File: src/rtl/tbi_pkg.sv
package tbi_pkg;

   // Widest backlog counter the block accepts
   localparam int unsigned TBI_MAX_CNT_W = 16;

   // Events the two datapath halves share in one cycle
   typedef struct packed {
      logic tick;
      logic ack;
      logic clear;
   } tbi_evt_t;

endpackage

File: src/rtl/tbi_backlog.sv
module tbi_backlog
   import tbi_pkg::*;
#(
   parameter int unsigned CNT_W = 4
) (
   input  logic     clk_i,
   input  logic     rst_ni,
   input  tbi_evt_t evt_i,
   input  logic     reinject_en_i,
   output logic     counted_o,
   output logic     more_left_o
);

   localparam logic [CNT_W-1:0] CNT_MAX = {CNT_W{1'b1}};
   localparam logic [CNT_W:0]   CNT_MAX_X = {1'b0, CNT_MAX};

   if (CNT_W < 1 || CNT_W > TBI_MAX_CNT_W) begin : g_bad_width
      $error("tbi_backlog: CNT_W out of range");
   end

   logic [CNT_W-1:0] pend_q, pend_d;
   logic [CNT_W:0]   sum_w, after_w;
   logic             inc_w, dec_w;

   always_comb begin
      inc_w   = evt_i.tick && !evt_i.clear && (reinject_en_i || (pend_q == '0));
      sum_w   = {1'b0, pend_q} + {{CNT_W{1'b0}}, inc_w};
      dec_w   = evt_i.ack && !evt_i.clear && (sum_w != '0);
      after_w = sum_w - {{CNT_W{1'b0}}, dec_w};
      if (evt_i.clear)
         pend_d = '0;
      else if (after_w > CNT_MAX_X)
         pend_d = CNT_MAX;
      else
         pend_d = after_w[CNT_W-1:0];
   end

   always_ff @(posedge clk_i) begin
      if (!rst_ni) pend_q <= '0;
      else         pend_q <= pend_d;
   end

   assign counted_o   = inc_w;
   assign more_left_o = evt_i.ack && !evt_i.clear && (pend_d != '0);

   AST_NO_OVERFLOW: assert property (@(posedge clk_i) disable iff (!rst_ni)
      (pend_q == CNT_MAX && evt_i.tick && !evt_i.ack && !evt_i.clear)
      |=> (pend_q == CNT_MAX));

   AST_SPURIOUS_ACK: assert property (@(posedge clk_i) disable iff (!rst_ni)
      (pend_q == '0 && evt_i.ack && !evt_i.tick && !evt_i.clear)
      |=> (pend_q == '0));

   AST_CLEAR_BACKLOG: assert property (@(posedge clk_i) disable iff (!rst_ni)
      evt_i.clear |=> (pend_q == '0));

   AST_COALESCE: assert property (@(posedge clk_i) disable iff (!rst_ni)
      (pend_q != '0 && !reinject_en_i && evt_i.tick && !evt_i.ack && !evt_i.clear)
      |=> $stable(pend_q));

endmodule

File: src/rtl/tbi_deliver.sv
module tbi_deliver
   import tbi_pkg::*;
(
   input  logic     clk_i,
   input  logic     rst_ni,
   input  tbi_evt_t evt_i,
   input  logic     arm_i,
   output logic     irq_o
);

   logic try_q, acked_q, irq_q;
   logic fire_w;

   // An attempt meeting an acknowledge waits one cycle
   assign fire_w = try_q && acked_q && !evt_i.ack && !evt_i.clear;

   always_ff @(posedge clk_i) begin
      if (!rst_ni) begin
         try_q   <= 1'b0;
         acked_q <= 1'b1;
         irq_q   <= 1'b0;
      end else begin
         try_q <= !evt_i.clear && (arm_i || (try_q && evt_i.ack));
         if (evt_i.clear || evt_i.ack)
            acked_q <= 1'b1;
         else if (fire_w)
            acked_q <= 1'b0;
         irq_q <= fire_w;
      end
   end

   assign irq_o = irq_q;

   AST_PULSE_WIDTH: assert property (@(posedge clk_i) disable iff (!rst_ni)
      irq_q |=> !irq_q);

   AST_GATE_CLOSED: assert property (@(posedge clk_i) disable iff (!rst_ni)
      irq_q |-> !acked_q);

   AST_ACK_OPENS: assert property (@(posedge clk_i) disable iff (!rst_ni)
      evt_i.ack |=> acked_q);

   AST_DEFER: assert property (@(posedge clk_i) disable iff (!rst_ni)
      (try_q && evt_i.ack && !evt_i.clear) |=> (try_q && !irq_q));

   AST_CLEAR_CANCELS: assert property (@(posedge clk_i) disable iff (!rst_ni)
      evt_i.clear |=> (acked_q && !try_q && !irq_q));

endmodule

File: src/rtl/tick_backlog_irq.sv
module tick_backlog_irq
   import tbi_pkg::*;
#(
   parameter int unsigned CNT_W = 4
) (
   input  logic clk_i,
   input  logic rst_ni,
   input  logic tick_i,
   input  logic ack_i,
   input  logic unmask_i,
   input  logic reinject_en_i,
   input  logic reprog_i,
   output logic irq_o
);

   tbi_evt_t evt_w;
   logic     counted_w, more_left_w;

   assign evt_w.tick  = tick_i;
   assign evt_w.ack   = ack_i;
   assign evt_w.clear = unmask_i || reprog_i;

   tbi_backlog #(.CNT_W(CNT_W)) u_backlog (
      .clk_i         (clk_i),
      .rst_ni        (rst_ni),
      .evt_i         (evt_w),
      .reinject_en_i (reinject_en_i),
      .counted_o     (counted_w),
      .more_left_o   (more_left_w)
   );

   tbi_deliver u_deliver (
      .clk_i  (clk_i),
      .rst_ni (rst_ni),
      .evt_i  (evt_w),
      .arm_i  (counted_w || more_left_w),
      .irq_o  (irq_o)
   );

   AST_RESET_QUIET: assert property (@(posedge clk_i)
      !rst_ni |=> !irq_o);

endmodule

File: config.mk
export PLATFORM = sky130hd
export DESIGN_NAME = tick_backlog_irq
export DESIGN_NICKNAME = d
export VERILOG_FILES = /design/src/rtl/tbi_pkg.sv /design/src/rtl/tbi_backlog.sv /design/src/rtl/tbi_deliver.sv /design/src/rtl/tick_backlog_irq.sv
export SDC_FILE = /design/constraint.sdc
export NUM_CORES = 1
export LEC_CHECK = 0
export BUFFER_PORTS_ARGS = -buffer_cell sky130_fd_sc_hd__buf_2
export CORE_ASPECT_RATIO = 0.8
export CORE_MARGIN = 4
export CORE_UTILIZATION = 23
export DETAILED_ROUTE_END_ITERATION = 6
export HOLD_SLACK_MARGIN = 0.15
export SETUP_SLACK_MARGIN = 0.1
export SYNTH_ARGS = -nofsm -noshare
export SYNTH_HDL_FRONTEND = slang
export SYNTH_SLANG_ARGS = --single-unit
File: constraint.sdc
create_clock -name clk_i -period 3.25 [get_ports clk_i]
set_clock_uncertainty 0.2 [all_clocks]
set_input_delay 0.1625 -clock clk_i [delete_from_list [all_inputs] [get_ports clk_i]]
set_output_delay 0.1625 -clock clk_i [all_outputs]
set_load 0.02 [all_outputs]
* Word level (Yosys, flattened, before mapping)
Index checks and enable logic that the tools add are counted.
** Word-level totals
- Bits in registers :: 7
- Output and inout bits :: 1
** Cells by class
- Mux-type cells :: 2
- Order comparisons :: 1
- $add $sub $neg :: 2
- Reductions and logical operators :: 21
- Bitwise operators :: 1
** Operator list (number)
- 1-bit logical AND :: 10
- 4-bit 2-to-1 mux :: 2
- 4-bit by 1-bit adder with 5-bit output :: 1
- 5-bit by 4-bit > comparator with 1-bit output, second input constant :: 1
- 1-bit logical OR :: 5
- 5-bit nonzero test :: 1
- 5-bit by 1-bit subtractor with 5-bit output :: 1
- 4-bit logical NOT :: 1
- 4-bit nonzero test :: 1
- 1-bit logical NOT :: 2
- 2-bit OR reduction :: 1
- 1-bit NOT :: 1

* Depth between registers and ports, before layout
Gate-level depths: netlist of run 1.
- Word-level depth :: 16
- Mapped depth :: 13

* By module
From an unflattened synthesis of run 1, not the netlist that was laid out.
** Unflattened totals
- Cells, all modules :: 51
- Area total of the unflattened synthesis :: 465.4 um^2
** Modules (own cells, without submodules)
- tbi_backlog :: area each 352.8 um^2, instances 1, seq. area each 80.1 um^2, cells an instance 40
- tbi_deliver :: area each 100.1 um^2, instances 1, seq. area each 60.1 um^2, cells an instance 9
- tick_backlog_irq :: area each 12.5 um^2, instances 1, seq. area each 0.0 um^2, cells an instance 2

* Least setup slack after synthesis of run 1
Ideal clock, no wire load.
- Path type :: register -> register
- From :: register u_backlog.pend_q[2]
- To :: register u_deliver.try_q
- Data arrival time :: 2.913 ns
- Cell stages (with the launch flop) :: 14
- Setup time :: 0.079 ns
- Period minus slack after synthesis :: 3.192 ns
- Path slack :: 0.058 ns
- Path buffers :: 0
- Path through :: dfxtp_1 -> nor4_1 -> o211a_1 -> ha_1 -> ha_1 -> or2_1 -> o21ai_0 -> a41oi_1 -> ha_1 -> ha_1 -> and3_1 -> o32a_1 -> and4b_4 -> a211oi_2
** On the way
- Word-level cells in the longest chain between the ends :: 15
** Ends and longest elaborated chain
- from (decl) :: RTL line tbi_backlog.sv:21 : logic [CNT_W-1:0] pend_q, pend_d;
- from (signal assigned) :: RTL line tbi_backlog.sv:40 : else pend_q <= pend_d;
- 4-bit logical NOT :: RTL line tbi_backlog.sv:26 : inc_w = evt_i.tick && !evt_i.clear && (reinject_en_i || (pend_q == '0));
- 1-bit logical OR :: RTL line tbi_backlog.sv:26
- 1-bit logical AND :: RTL line tbi_backlog.sv:26
- 4-bit by 1-bit adder with 5-bit output :: RTL line tbi_backlog.sv:27 : sum_w = {1'b0, pend_q} + {{CNT_W{1'b0}}, inc_w};
- 5-bit nonzero test :: RTL line tbi_backlog.sv:28 : dec_w = evt_i.ack && !evt_i.clear && (sum_w != '0);
- 1-bit logical AND :: RTL line tbi_backlog.sv:28
- 5-bit by 1-bit subtractor with 5-bit output :: RTL line tbi_backlog.sv:29 : after_w = sum_w - {{CNT_W{1'b0}}, dec_w};
- 5-bit by 4-bit > comparator with 1-bit output :: RTL line tbi_backlog.sv:32 : else if (after_w > CNT_MAX_X)
- 4-bit 2-to-1 mux :: RTL line tbi_backlog.sv:32
- 4-bit 2-to-1 mux :: RTL line tbi_backlog.sv:30 : if (evt_i.clear)
- 4-bit nonzero test :: RTL line tbi_backlog.sv:44 : assign more_left_o = evt_i.ack && !evt_i.clear && (pend_d != '0);
- 1-bit logical AND :: RTL line tbi_backlog.sv:44
- 1-bit logical OR (*) :: RTL line tick_backlog_irq.sv:36 : .arm_i (counted_w || more_left_w),
- 1-bit logical OR (*) :: RTL line tbi_deliver.sv:23 : try_q <= !evt_i.clear && (arm_i || (try_q && evt_i.ack));
- 1-bit logical AND (*) :: RTL line tbi_deliver.sv:23
- to (signal assigned) :: RTL line tbi_deliver.sv:23
- to (decl) :: RTL line tbi_deliver.sv:11 : logic try_q, acked_q, irq_q;
Every way passes the cells marked *; elsewhere a longest branch is shown, timed or not.
A chain may end at the register's enable or synchronous reset.

* Worst setup path after layout of run 1
- From :: register u_backlog.pend_q[3]
- To :: register u_deliver.try_q
Same word-level chain as after synthesis.

==> metrics.yaml, run 1 <==
status: "completed"
sequentialPowerShare_pct: 45.5
drv_cap: 0
placed_area_um2: 556
rsz0062_at_grt: "no"
p_leak_nw: 0.311
cts.path.max_buffers: 2
cts_buffers: 3
synth_nets: 59
worstMarginPinSlew_ns: 0.251
dp.cells: 86
worstSetupStartpointType: "flop"
wl_um: 1150
setup_viol: 0
cp_cell_sequence: "nor4_4 > o211a_1 > ha_4 > ha_4 > or2_4 > o21ai_2 > a41oi_2 > ha_2 > ha_2 > buf_4 > xor2_1 > o211ai_1 > and4b_4 > a211oi_2"
drc: 0
cp_slowest_cell: "dfxtp_1"
first_pass_iters: 2
ctsRootBufferMaster: "clkbuf_4"
clk_pin_slew_ns: 0.06
grt_max_degree: 7
io_pins: 8
io_buffers: 7
crit_family: "compound AO/OA/AOI/OAI gates"
place_congestion: 0.731
vdd_ir_drop_max_mv: 0.183
multi_input_area_um2: 342
clock_latency_ns: 0.26
hold_viol_final: 0
pwr-share-comb_pct: 12.3
ff_latch_area_um2: 143
postSynthAreaPerCell_um2: 8.78
final_common_cell: "buf_4"
hold_ws_ns: 0.162
mostFrequentLayoutCells: "buf_4 (12), buf_2 (7), nor2_1 (6)"
vias_per_cell: 4.68
wl_per_cell_um: 11.8
final_cells: 97
post-route-period-util_pct: 92.6
cp_max_fo: 4
synthToLayoutAreaGrowth_pct: 69.7
syn_area_um2: 422
arrival_ns: 2.95
dr_total_vias: 454
diodes: 0
gr-usage-all-layers_pct: 9.38
dp_hpwl_um: 750
path_class: "reg -> reg"
die_area_mm2: 0.00259
p_int_w: 0.000146
cp.required_ns: 3.19
start_util_pct: 25.2
swShare_pct: 24.1
critPathMaxStageDelay_ns: 0.40
cts_tree: "built"
yosysUniqueCellTypes: 22
clockPowerShare_pct: 42.2
synth_seq_cells: 7
clock-sinks: 7
die_y_um: 46.3
crit_path_end_kind: "flop"
drive_gt1_share_pct: 50.7
ant_nets: 0
grt_overflow: 0
antenna_found_initial: 0
coreArea_mm2: 0.00168
cts_max_level: 1
slew-limit-headroom_pct: 83.2
first_global_vias: 460
ys_seq_area_share_pct: 33.2
grt_pass1_wl_um: 1790
synthCells: 48
max_freq_ghz: 0.332
hp-class: "in -> reg"
die_w_um: 55.9
fin_util_pct: 42.7
drtIter0Drc: 4
fin_setup_tns_ns: 0
p_per_area_mw_per_mm2: 268
nNetsFinal: 87
slew_violations: 0
switching_power_w: 0.0000462
path_buf_inv: 1
period_needed_ns: 3.01
final_area_um2: 716
num_rows: 13
fillers: 171
yosys_warnings: 0
registers in the layout (all words and copies together) (netlist names):
signal             cells
u_backlog.pend_q       4
u_deliver.irq_o        1
u_deliver.acked_q      1
u_deliver.try_q        1
repair_timing:
| action | 4_1_cts | 5_1_grt |
|---|---|---|
| pin swaps | 8 | 5 |
| setup buffers | 2 | 1 |
| endpoints found under the hold margin | 7 | 0 |
| gates resized for setup | 11 | 3 |
| setup endpoints to repair | 4 | 3 |
| gates cloned | 0 | 0 |
| hold buffers | 4 | 0 |
worst paths after layout:
path | startpoint | slack, ns | to | cells past startpoint
setup reg to reg | u_backlog.pend_q[3]$_SDFF_PN0_ | 0.24 | u_deliver.try_q$_SDFF_PN0_ | 14
hold / removal | unmask_i | 0.16 | u_deliver.irq_o$_SDFF_PN0_ | 5
hold reg to reg | u_deliver.acked_q$_SDFFE_PP1P_ | 0.27 | u_deliver.acked_q$_SDFFE_PP1P_ | 2
setup / recovery | u_backlog.pend_q[3]$_SDFF_PN0_ | 0.24 | u_deliver.try_q$_SDFF_PN0_ | 14
logic make-up (layout without fill, tap and decap cells):
family | after synthesis | after routing | share of synthesized area [%]
buffers and inverters | 3 | 30 | 2.67
DFF | 7 | 7 | 33.2
AOI/OAI and AO/OA | 11 | 11 | 18.7
and+or+nand+nor | 20 | 20 | 27.3
adders and majority gates | 4 | 4 | 11.9
xor gates and xnor gates | 3 | 3 | 6.23
per-stage QoR:
step	setup slack, ns	power [W]
after CTS	0.120	0.000193
final	0.239	0.000192
after global placement	-0.0923	0.000106
after floorplan	0.121	0.0000998
after global routing	0.106	0.000200
after detailed placement	-0.149	0.000107
worst min-delay path, cell delays in order:
cell and delay (ns):
buf_2 0.07, nor2_1 0.05, nand2_1 0.08, nor2_1 0.05, and3_1 0.17
synthesized netlist by cell type, drive strengths merged:
cell / instances / area [um2]
or2: 1 / 6.26
a211oi: 1 / 12.5
a41oi: 1 / 8.76
and3: 2 / 12.5
nand2b: 2 / 12.5
nand2: 4 / 17.5
a21oi: 4 / 20.0
xor2: 3 / 26.3
inv: 3 / 11.3
o211ai: 1 / 7.51
o32a: 1 / 10.0
dfxtp: 7 / 140
nand3: 1 / 5.00
nand3b: 1 / 7.51
o211a: 1 / 10.0
and4b: 1 / 13.8
o21ai: 2 / 10.0
ha: 4 / 50.1
nor4: 1 / 6.26
nand4bb: 1 / 11.3
nor2: 6 / 22.5
layer usage:
metal	GRT usage [%]	routed length, um	up-vias
met1	8.32	444	209
met3	5.04	80	2
met4	3.32	16	0
li1	-	-	227
met2	18.6	608	16
met5	0	0	-
cell type report:
type	instances	share of cell area [%]
Clock buffer	3	3.15
Sequential cell	7	19.9
Timing Repair Buffer	23	23.1
Multi-Input combinational cell	38	47.7
Tap cell	22	3.85
Inverter	3	1.57
Clock inverter	1	0.699
power groups by stage:
stage	Sequential, W	Combinational [W]	Clock [W]
2_1_floorplan	0.0000888	0.0000110	0
3_3_place_gp	0.0000888	0.0000174	0
3_5_place_dp	0.0000888	0.0000180	0
4_1_cts	0.0000871	0.0000224	0.0000834
5_1_grt	0.0000873	0.0000261	0.0000862
6_report	0.0000872	0.0000236	0.0000810
Power figures use the tool's default switching activity.
==> inputs of run 2 (changes only) <==
- clock period: 3.25 -> 3.9 ns (I/O delays scaled with it)
==> metrics.yaml, run 2 (synthesis gave the netlist of run 1 again) <==
slew-limit-headroom_pct: 80.2  # -3.1 points
cp.required_ns: 3.87  # +0.68 ns
vdd_ir_drop_max_mv: 0.138  # -25%
clock-sinks: 7  # unchanged
cts_resized: 0  # -11
cts.path.max_buffers: 2  # unchanged
clk_pin_slew_ns: 0.05  # about the same
crit_path_end_kind: "flop"
drtIter0Drc: 0  # -4
worstMarginPinSlew_ns: 0.296  # +0.0456 ns
diodes: 0  # unchanged
multi_input_area_um2: 270  # -21%
path_class: "reg -> reg"
wl_um: 786  # -32%
grt_pass1_wl_um: 1320  # -26%
wl_per_cell_um: 9.47  # -20%
p_leak_nw: 0.237  # -24%
first_pass_iters: 1  # -1
antenna_found_initial: 0  # unchanged
drv_cap: 0  # unchanged
clock_latency_ns: 0.25  # about the same
worstSetupStartpointType: "flop"
timing.critical_path.mode_cell: "ha_1"
hold_ws_ns: 0.168  # +0.00628 ns
post-route-period-util_pct: 88.5  # -4.1 points
synthToLayoutAreaGrowth_pct: 25.8
cts_max_level: 1  # unchanged
power.total_w: 0.000152  # -21%
hold_viol_final: 0  # unchanged
vias_per_cell: 4.40  # -6.0%
clockPowerShare_pct: 42.3  # about the same
critPathMaxStageDelay_ns: 0.44  # +0.04 ns
p_per_area_mw_per_mm2: 287  # +7.1%
nNetsFinal: 73  # -16%
sequentialPowerShare_pct: 47.7  # +2.2 points
mostFrequentLayoutCells: "buf_2 (7), dfxtp_1 (7), nor2_1 (6)"
slew_violations: 0  # unchanged
pwr-share-comb_pct: 10.0  # -2.3 points
ctsRootBufferMaster: "clkbuf_4"
max_freq_ghz: 0.290  # -13%
period_needed_ns: 3.45  # +0.441 ns
ff_latch_area_um2: 140  # -1.8%
num_rows: 13  # unchanged
fin_setup_tns_ns: 0  # unchanged
die_area_mm2: 0.00259  # unchanged
io_pins: 8  # unchanged
cts_tree: "built"
top_register: "u_backlog.pend_q"
io_buffers: 7  # unchanged
drc: 0  # unchanged
fillers: 175  # +2.3%
grt_max_degree: 8  # +1
dp_hpwl_um: 632  # -16%
status: "completed"
die_w_um: 55.9  # unchanged
grt_overflow: 0  # unchanged
ant_nets: 0  # unchanged
cp_max_fo: 7  # +3
hp-class: "in -> reg"
cp_cell_sequence: "nor4_1 > o211a_1 > ha_1 > ha_1 > or2_1 > o21ai_0 > a41oi_1 > ha_1 > ha_1 > and3_1 > o32a_1 > and4b_4 > a211oi_2"
cts_buffers: 3  # unchanged
setup_viol: 0  # unchanged
arrival_ns: 3.43  # +0.48 ns
place_congestion: 0.743  # +1.7%
gr-usage-all-layers_pct: 6.92  # -2.5 points
start_util_pct: 25.2  # unchanged
largest_register_ffs: 4  # unchanged
dr_total_vias: 365  # -20%
cp_slowest_cell: "dfxtp_1"
rsz0062_at_grt: "no"
die_y_um: 46.3  # unchanged
first_global_vias: 321  # -30%
drive_gt1_share_pct: 21.3  # -29 points
switching_power_w: 0.0000325  # -30%
swShare_pct: 21.4  # -2.7 points
p_int_w: 0.000120  # -18%
coreArea_mm2: 0.00168  # unchanged
## run 2: changes by cell type in the layout (fill, tap and decap cells not counted), moves of 2 or more
cell           delta
buf_4            -12
dfxtp_1           +2
dfxtp_2           -2
dlygate4sd3_1     -2
ha_1              +4
ha_2              -2
ha_4              -2
## run 2: per-stage QoR
stage / setup WS, ns / std cells / utilization (%) / cell area (um2)
final: 0.448 / 83 / 31.7 / 531
after global routing: 0.253 / 83 / 31.7 / 531
after global placement: 0.451 / 77 / 28.9 / 484
after CTS: 0.445 / 83 / 31.7 / 531
after floorplan: 0.708 / 48 / - / 422
after detailed placement: 0.456 / 77 / 28.9 / 484
## run 2: power groups by stage
stage	Combinational (W)	Sequential, W	Clock, W
after global placement	0.0000136	0.0000741	0
after CTS	0.0000154	0.0000727	0.0000673
final	0.0000152	0.0000727	0.0000645
after global routing	0.0000172	0.0000727	0.0000700
after floorplan	0.00000915	0.0000740	0
after detailed placement	0.0000139	0.0000741	0
## run 2: final timing paths
path,from,end,slack [ns],depth (start not counted)
worst min register to register,u_deliver.try_q$_SDFF_PN0_,u_deliver.acked_q$_SDFFE_PP1P_,0.26,1
worst min-delay path,unmask_i,u_deliver.try_q$_SDFF_PN0_,0.17,4
worst max register to register,u_backlog.pend_q[2]$_SDFF_PN0_,u_deliver.try_q$_SDFF_PN0_,0.45,13
worst max-delay path,u_backlog.pend_q[2]$_SDFF_PN0_,u_deliver.try_q$_SDFF_PN0_,0.45,13
## run 2: per-layer routing
metal / wire length [um] / global-route usage [%] / share of wire (%)
met5: 0 / 0 / 0
met4: 22 / 5.69 / 2.8
met3: 36 / 2.52 / 4.6
met2: 288 / 9.43 / 37
met1: 438 / 8.73 / 56
## run 2: layout make-up
type / count / area share (%)
tap: 22 / 5.19
sequential: 7 / 26.4
timing repair buffer: 9 / 10.4
multi-input combinational: 38 / 50.9
clock buffer: 4 / 4.95
inverter: 3 / 2.12
## run 2: worst max-delay path: cells and delay by family, from the launching register on
kind | cells | cell delay, ns
adder cells (fa/ha/maj) | 4 | 0.93
AO/OA/AOI/OAI | 5 | 1.05
flip-flops | 1 | 0.44
AND/OR/NAND/NOR | 4 | 0.76
## run 2: repair_timing
action	4_1_cts	5_1_grt
hold endpoints to repair	7	0
buffers inserted	0	0
setup endpoints to repair	0	0
hold buffers	2	0
